### src/rtl/nvcmd_pkg.sv
package nvcmd_pkg;
    localparam int ADDR_W     = 11;
    localparam int PREFIX_LEN = 5;
    localparam int CNT_W      = $clog2(PREFIX_LEN + 1);

    localparam logic [ADDR_W-1:0] PREFIX_ADDR [PREFIX_LEN] = '{
        11'h000, 11'h555, 11'h2AA, 11'h7FF, 11'h0F0
    };
    localparam logic [ADDR_W-1:0] STORE_ADDR  = 11'h70F;
    localparam logic [ADDR_W-1:0] RECALL_ADDR = 11'h70E;
    localparam logic [ADDR_W-1:0] TEST_ADDR   = 11'h39C;

    typedef enum logic [1:0] {
        CMD_NONE   = 2'd0,
        CMD_STORE  = 2'd1,
        CMD_RECALL = 2'd2
    } cmd_e;

    typedef struct packed {
        logic [CNT_W-1:0] cnt;
    } trk_t;

    typedef struct packed {
        logic store;
        logic recall;
    } req_t;
endpackage

### src/rtl/nvcmd_addr_class.sv
module nvcmd_addr_class
    import nvcmd_pkg::*;
(
    input  logic [ADDR_W-1:0]     addr,
    output logic [PREFIX_LEN-1:0] prefix_hit,
    output cmd_e                  term_cmd
);
    // one comparator per prefix step
    for (genvar g = 0; g < PREFIX_LEN; g++) begin : g_prefix
        assign prefix_hit[g] = (addr == PREFIX_ADDR[g]);
    end

    always_comb begin
        if (addr == STORE_ADDR) begin
            term_cmd = CMD_STORE;
        end else if (addr == RECALL_ADDR) begin
            term_cmd = CMD_RECALL;
        end else if (addr == TEST_ADDR) begin
            // reserved terminal: explicitly never a command here
            term_cmd = CMD_NONE;
        end else begin
            term_cmd = CMD_NONE;
        end
    end
endmodule

### src/rtl/nvcmd_seq_track.sv
module nvcmd_seq_track
    import nvcmd_pkg::*;
(
    input  logic                  clk,
    input  logic                  rst,
    input  logic                  acc_vld,
    input  logic                  acc_wr,
    input  logic [PREFIX_LEN-1:0] prefix_hit,
    input  cmd_e                  term_cmd,
    output cmd_e                  done_cmd,
    output logic [CNT_W-1:0]      cnt
);
    trk_t trk_d, trk_q;
    logic expect_hit;
    logic [CNT_W-1:0] restart_cnt;

    always_comb begin
        expect_hit = 1'b0;
        for (int i = 0; i < PREFIX_LEN; i++) begin
            if (trk_q.cnt == CNT_W'(i)) begin
                expect_hit = prefix_hit[i];
            end
        end
        // an access to the first prefix address starts a new attempt
        restart_cnt = prefix_hit[0] ? CNT_W'(1) : '0;

        trk_d    = trk_q;
        done_cmd = CMD_NONE;
        if (acc_vld) begin
            if (acc_wr) begin
                trk_d.cnt = '0;
            end else if (trk_q.cnt == CNT_W'(PREFIX_LEN)) begin
                done_cmd  = term_cmd;
                trk_d.cnt = restart_cnt;
            end else if (expect_hit) begin
                trk_d.cnt = trk_q.cnt + CNT_W'(1);
            end else begin
                trk_d.cnt = restart_cnt;
            end
        end
    end

    always_ff @(posedge clk) begin
        if (rst) begin
            trk_q <= '0;
        end else begin
            trk_q <= trk_d;
        end
    end

    assign cnt = trk_q.cnt;
endmodule

### src/rtl/nvcmd_req_pulse.sv
module nvcmd_req_pulse
    import nvcmd_pkg::*;
(
    input  logic clk,
    input  logic rst,
    input  cmd_e done_cmd,
    input  logic busy,
    output logic store_req,
    output logic recall_req
);
    req_t req_d, req_q;

    always_comb begin
        req_d.store  = (done_cmd == CMD_STORE)  && !busy;
        req_d.recall = (done_cmd == CMD_RECALL) && !busy;
    end

    always_ff @(posedge clk) begin
        if (rst) begin
            req_q <= '0;
        end else begin
            req_q <= req_d;
        end
    end

    assign store_req  = req_q.store;
    assign recall_req = req_q.recall;
endmodule

### src/rtl/nvcmd_seq_detect.sv
module nvcmd_seq_detect
    import nvcmd_pkg::*;
(
    input  logic              clk,
    input  logic              rst,
    input  logic              acc_vld,
    input  logic [ADDR_W-1:0] acc_addr,
    input  logic              acc_wr,
    input  logic              xfer_busy,
    output logic              store_req,
    output logic              recall_req
);
    logic [PREFIX_LEN-1:0] prefix_hit;
    cmd_e                  term_cmd;
    cmd_e                  done_cmd;
    logic [CNT_W-1:0]      step_cnt;

    nvcmd_addr_class u_class (
        .addr       (acc_addr),
        .prefix_hit (prefix_hit),
        .term_cmd   (term_cmd)
    );

    nvcmd_seq_track u_track (
        .clk        (clk),
        .rst        (rst),
        .acc_vld    (acc_vld),
        .acc_wr     (acc_wr),
        .prefix_hit (prefix_hit),
        .term_cmd   (term_cmd),
        .done_cmd   (done_cmd),
        .cnt        (step_cnt)
    );

    nvcmd_req_pulse u_pulse (
        .clk        (clk),
        .rst        (rst),
        .done_cmd   (done_cmd),
        .busy       (xfer_busy),
        .store_req  (store_req),
        .recall_req (recall_req)
    );
endmodule

### config.mk
export PLATFORM = sky130hd
export DESIGN_NAME = nvcmd_seq_detect
export DESIGN_NICKNAME = d
export VERILOG_FILES = /design/src/rtl/nvcmd_pkg.sv /design/src/rtl/nvcmd_addr_class.sv /design/src/rtl/nvcmd_seq_track.sv /design/src/rtl/nvcmd_req_pulse.sv /design/src/rtl/nvcmd_seq_detect.sv
export SDC_FILE = /design/constraint.sdc
export NUM_CORES = 1
export LEC_CHECK = 0
export ABC_AREA = 0
export CORE_ASPECT_RATIO = 0.9
export CORE_MARGIN = 2
export CORE_UTILIZATION = 30
export CTS_CLUSTER_SIZE = 24
export DETAILED_ROUTE_END_ITERATION = 6
export DONT_BUFFER_PORTS = 1
export PLACE_DENSITY = 0.51
export SYNTH_ARGS = -nofsm -noshare
export SYNTH_HDL_FRONTEND = slang
export SYNTH_SLANG_ARGS = --single-unit
export TNS_END_PERCENT = 50
### constraint.sdc
create_clock -name clk -period 2.5 [get_ports clk]
set_clock_uncertainty 0.2 [all_clocks]
set_input_delay 0.25 -clock clk [delete_from_list [all_inputs] [get_ports clk]]
set_output_delay 0.25 -clock clk [all_outputs]
set_load 0.02 [all_outputs]
==> reports/qor.csv <==
stage,metric,value,unit
global_route,global-route wire length before repair,1835,microns
finish,share of cells above drive strength 1,0.1452,
floorplanning,core area,1480,sq um
outcome,outcome,"finished, final reports clean",
synth,Synth async-reset ratio,0,
place,Post-DP HPWL,872.4,microns
place,Post-DP Area,509.2,sq um
cts,CTS tree,yes,
synth,"EDFF count, synth",0,
worst_setup_path,CP max-delay cell,dfxtp_1,
finish,fillers,157,
worst_setup_path,kind of cell adding the most delay to the critical path,compound AO/OA/AOI/OAI gates,
synth,commonest cells in the netlist,"6 x nand2_1, 6 x nand4_1, 5 x dfxtp_1, 5 x ha_1",
place,routability congestion estimate,0.7636,
synth,Netlist cell types,28,
global_route,largest net degree at the start of global routing,8,
cts,root buf cell,clkbuf_4,
timing,crit share post-route,0.8558,
worst_setup_path,CP Launch Type,flop,
synth,synth top area cells,"dfxtp_1 21%, ha_1 13%, nor4_4 8.8%, nand4_1 7.8%, nand2_1 4.7%",
synth,Synth Flop Type,dfxtp_1,
finish,Layout area overhead,17.40,%
power_and_ir_drop,maximum vdd drop,0.2114,mV
synth,post-synth net total,76,
global_route,grt ovf,0,
synth,"FF+latch count, synth",5,
finish,Non-Filler Instances,84,
timing,worst-margin pin slew,0.4005,ns
floorplanning,die height,42.02,microns
timing,Total Neg Setup Slack,0,ns
global_route,vias in the first global route,454,
worst_setup_path,CP Capture Type,flop,
place,# port buffers,0,
cts,Worst-path clk slew,0.04,ns
synth,Synth Warn #,0,
cts,CTS Sinks,5,
worst_setup_path,FF-to-FF setup slack,0.36,ns
timing,RSZ-0062 raised after global routing,false,
detailed_routing,Post-Route WL,1066,microns
floorplanning,total I/O pin count,18,
cts,number of CTS-inserted buffers,3,
cts,latest clock arrival within the worst-skew pair,0.24,ns
worst_setup_path,crit path DAT,2.07,ns
finish,cell area after layout,565.5,sq um
timing,"Hold Vio Cnt, Final",0,
place,Placed Cells,77,
cts,post_cts resized,0,
worst_setup_path,WS Path Type,flop to flop,
timing,Rel. slew slack,0.7324,
worst_setup_path,CP Cell Sequence,inv_1 > ha_1 > nor4_1 > nand4_1 > a311oi_2 > a31oi_1 > a21boi_2,
detailed_routing,final routed DRC violation total,0,
detailed_routing,DR WL/cell,12.69,microns
floorplanning,Core Rows,13,
synth,syn avg cell area,8.758,sq um
run,max-cap viol count,0,
timing,Tmin final,2.140,ns
worst_setup_path,Crit path buffers/inverters,1,
detailed_routing,Final ANT Viol Nets,0,
finish,diode count,0,
worst_setup_path,Crit path largest cell delay,0.44,ns
worst_setup_path,Crit path required time,2.43,ns
detailed_routing,drt via density,5.655,
worst_setup_path,critical-path maximum fanout,7,
timing,achievable frequency,0.4674,GHz
worst_hold_path,worst hold path class,input port to flop,
floorplanning,Die W,46.24,microns
synth,"Cell Area, Synth",481.7,sq um
synth,sequential share of the synthesized area,0.2078,
power_and_ir_drop,Leakage,0.1758,nW
cts,Max Root-Sink Buffers,2,
detailed_routing,Initial DRT Pass Iterations,4,
synth,cell accounting for the most synthesized area,dfxtp_1,
global_route,antenna violations before repair,0,
timing,# setup viols final,0,
floorplanning,die footprint,1943,sq um
floorplanning,Starting Density,0.3254,
synth,Yosys top cell area share,0.2078,
cts,H-tree lvl count,1,
global_route,GR Util All Layers,0.1310,
synth,synthesized instance count,55,
power_and_ir_drop,pwr/cell area,338.8,nW/um^2
detailed_routing,DR iter-0 viols,13,
finish,Total Nets Final,84,
timing,fin. max-slew vios,0,
detailed_routing,Vias,475,
[logic make-up (layout without fill, tap and decap cells)]
family | Yosys count | in the layout | share of synthesized area
fa+ha+maj | 5 | 5 | 0.1299
simple gates | 32 | 32 | 0.4675
compound gates | 10 | 10 | 0.1714
flops | 5 | 5 | 0.2078
buf+inv | 3 | 10 | 0.02337
[stage by stage]
stage               total power, mW  hold slack, ns  setup WS (ns)    util
global route                 0.2045         0.01600         0.2037  0.3821
floorplan                   0.09272          0.1267         0.5967       -
global placement            0.09487          0.1311         0.4469  0.3440
finish                       0.1916         0.01643         0.3605  0.3821
detailed placement          0.09456          0.1327         0.3880  0.3440
CTS                          0.1963         0.01357         0.3727  0.3821
[cell type report]
type	count	area, sq um	share of cell area
clock buffers	4	26.28	0.04646
inverters	3	11.26	0.01991
multi-input cells	47	370.4	0.6549
flip-flops and latches	5	100.1	0.1770
well taps	22	27.53	0.04867
repair buffers	3	30.03	0.05310
[tightest hold or removal path: stages]
cell and delay (ns):
nor2_1 0.04, nand2_1 0.06, o21ai_1 0.05
[flip-flops by register name, summed over array words and instances, names as in the netlist]
signal / count
u_pulse.store_req: 1
u_track.cnt: 3
u_pulse.recall_req: 1
[cells in the final DEF, fill, tap and decap left out, types with 3 or more instances in the layout]
master / n
dlygate4sd3_1: 3
ha_1: 5
nand3_1: 3
clkbuf_4: 3
dfxtp_1: 5
nand4_1: 6
nand2_1: 6
inv_1: 3
[power breakdown]
group	leakage [nW]	internal, mW	switching (mW)	total, mW
combinational	0.121	0.00986	0.00609	0.0160
sequential	0.0402	0.0800	0.00000845	0.0800
clock	0.0150	0.0605	0.0352	0.0957
total	0.176	0.150	0.0413	0.192
[repair_timing]
item | 4_1_cts | 5_1_grt
setup buffers | 0 | 0
hold buffers | 3 | 0
hold endpoints to repair | 2 | 0
[final timing paths]
path / to / cells after the start / from
max reg2reg: u_track.cnt[0] / 7 / u_track.cnt[0]
min: u_track.cnt[1] / 3 / rst
max: u_track.cnt[0] / 7 / u_track.cnt[0]
min reg2reg: u_track.cnt[1] / 2 / u_track.cnt[1]
[per-layer routing]
metal  global-route usage  vias to the layer above  wire (microns)
met5                    0                        -               0
met4              0.01714                        0               0
met3              0.09052                        0              89
met2               0.1861                       20             454
met1               0.1658                      222             522
li1                     -                      233               -
Power figures use the tool's default switching activity.
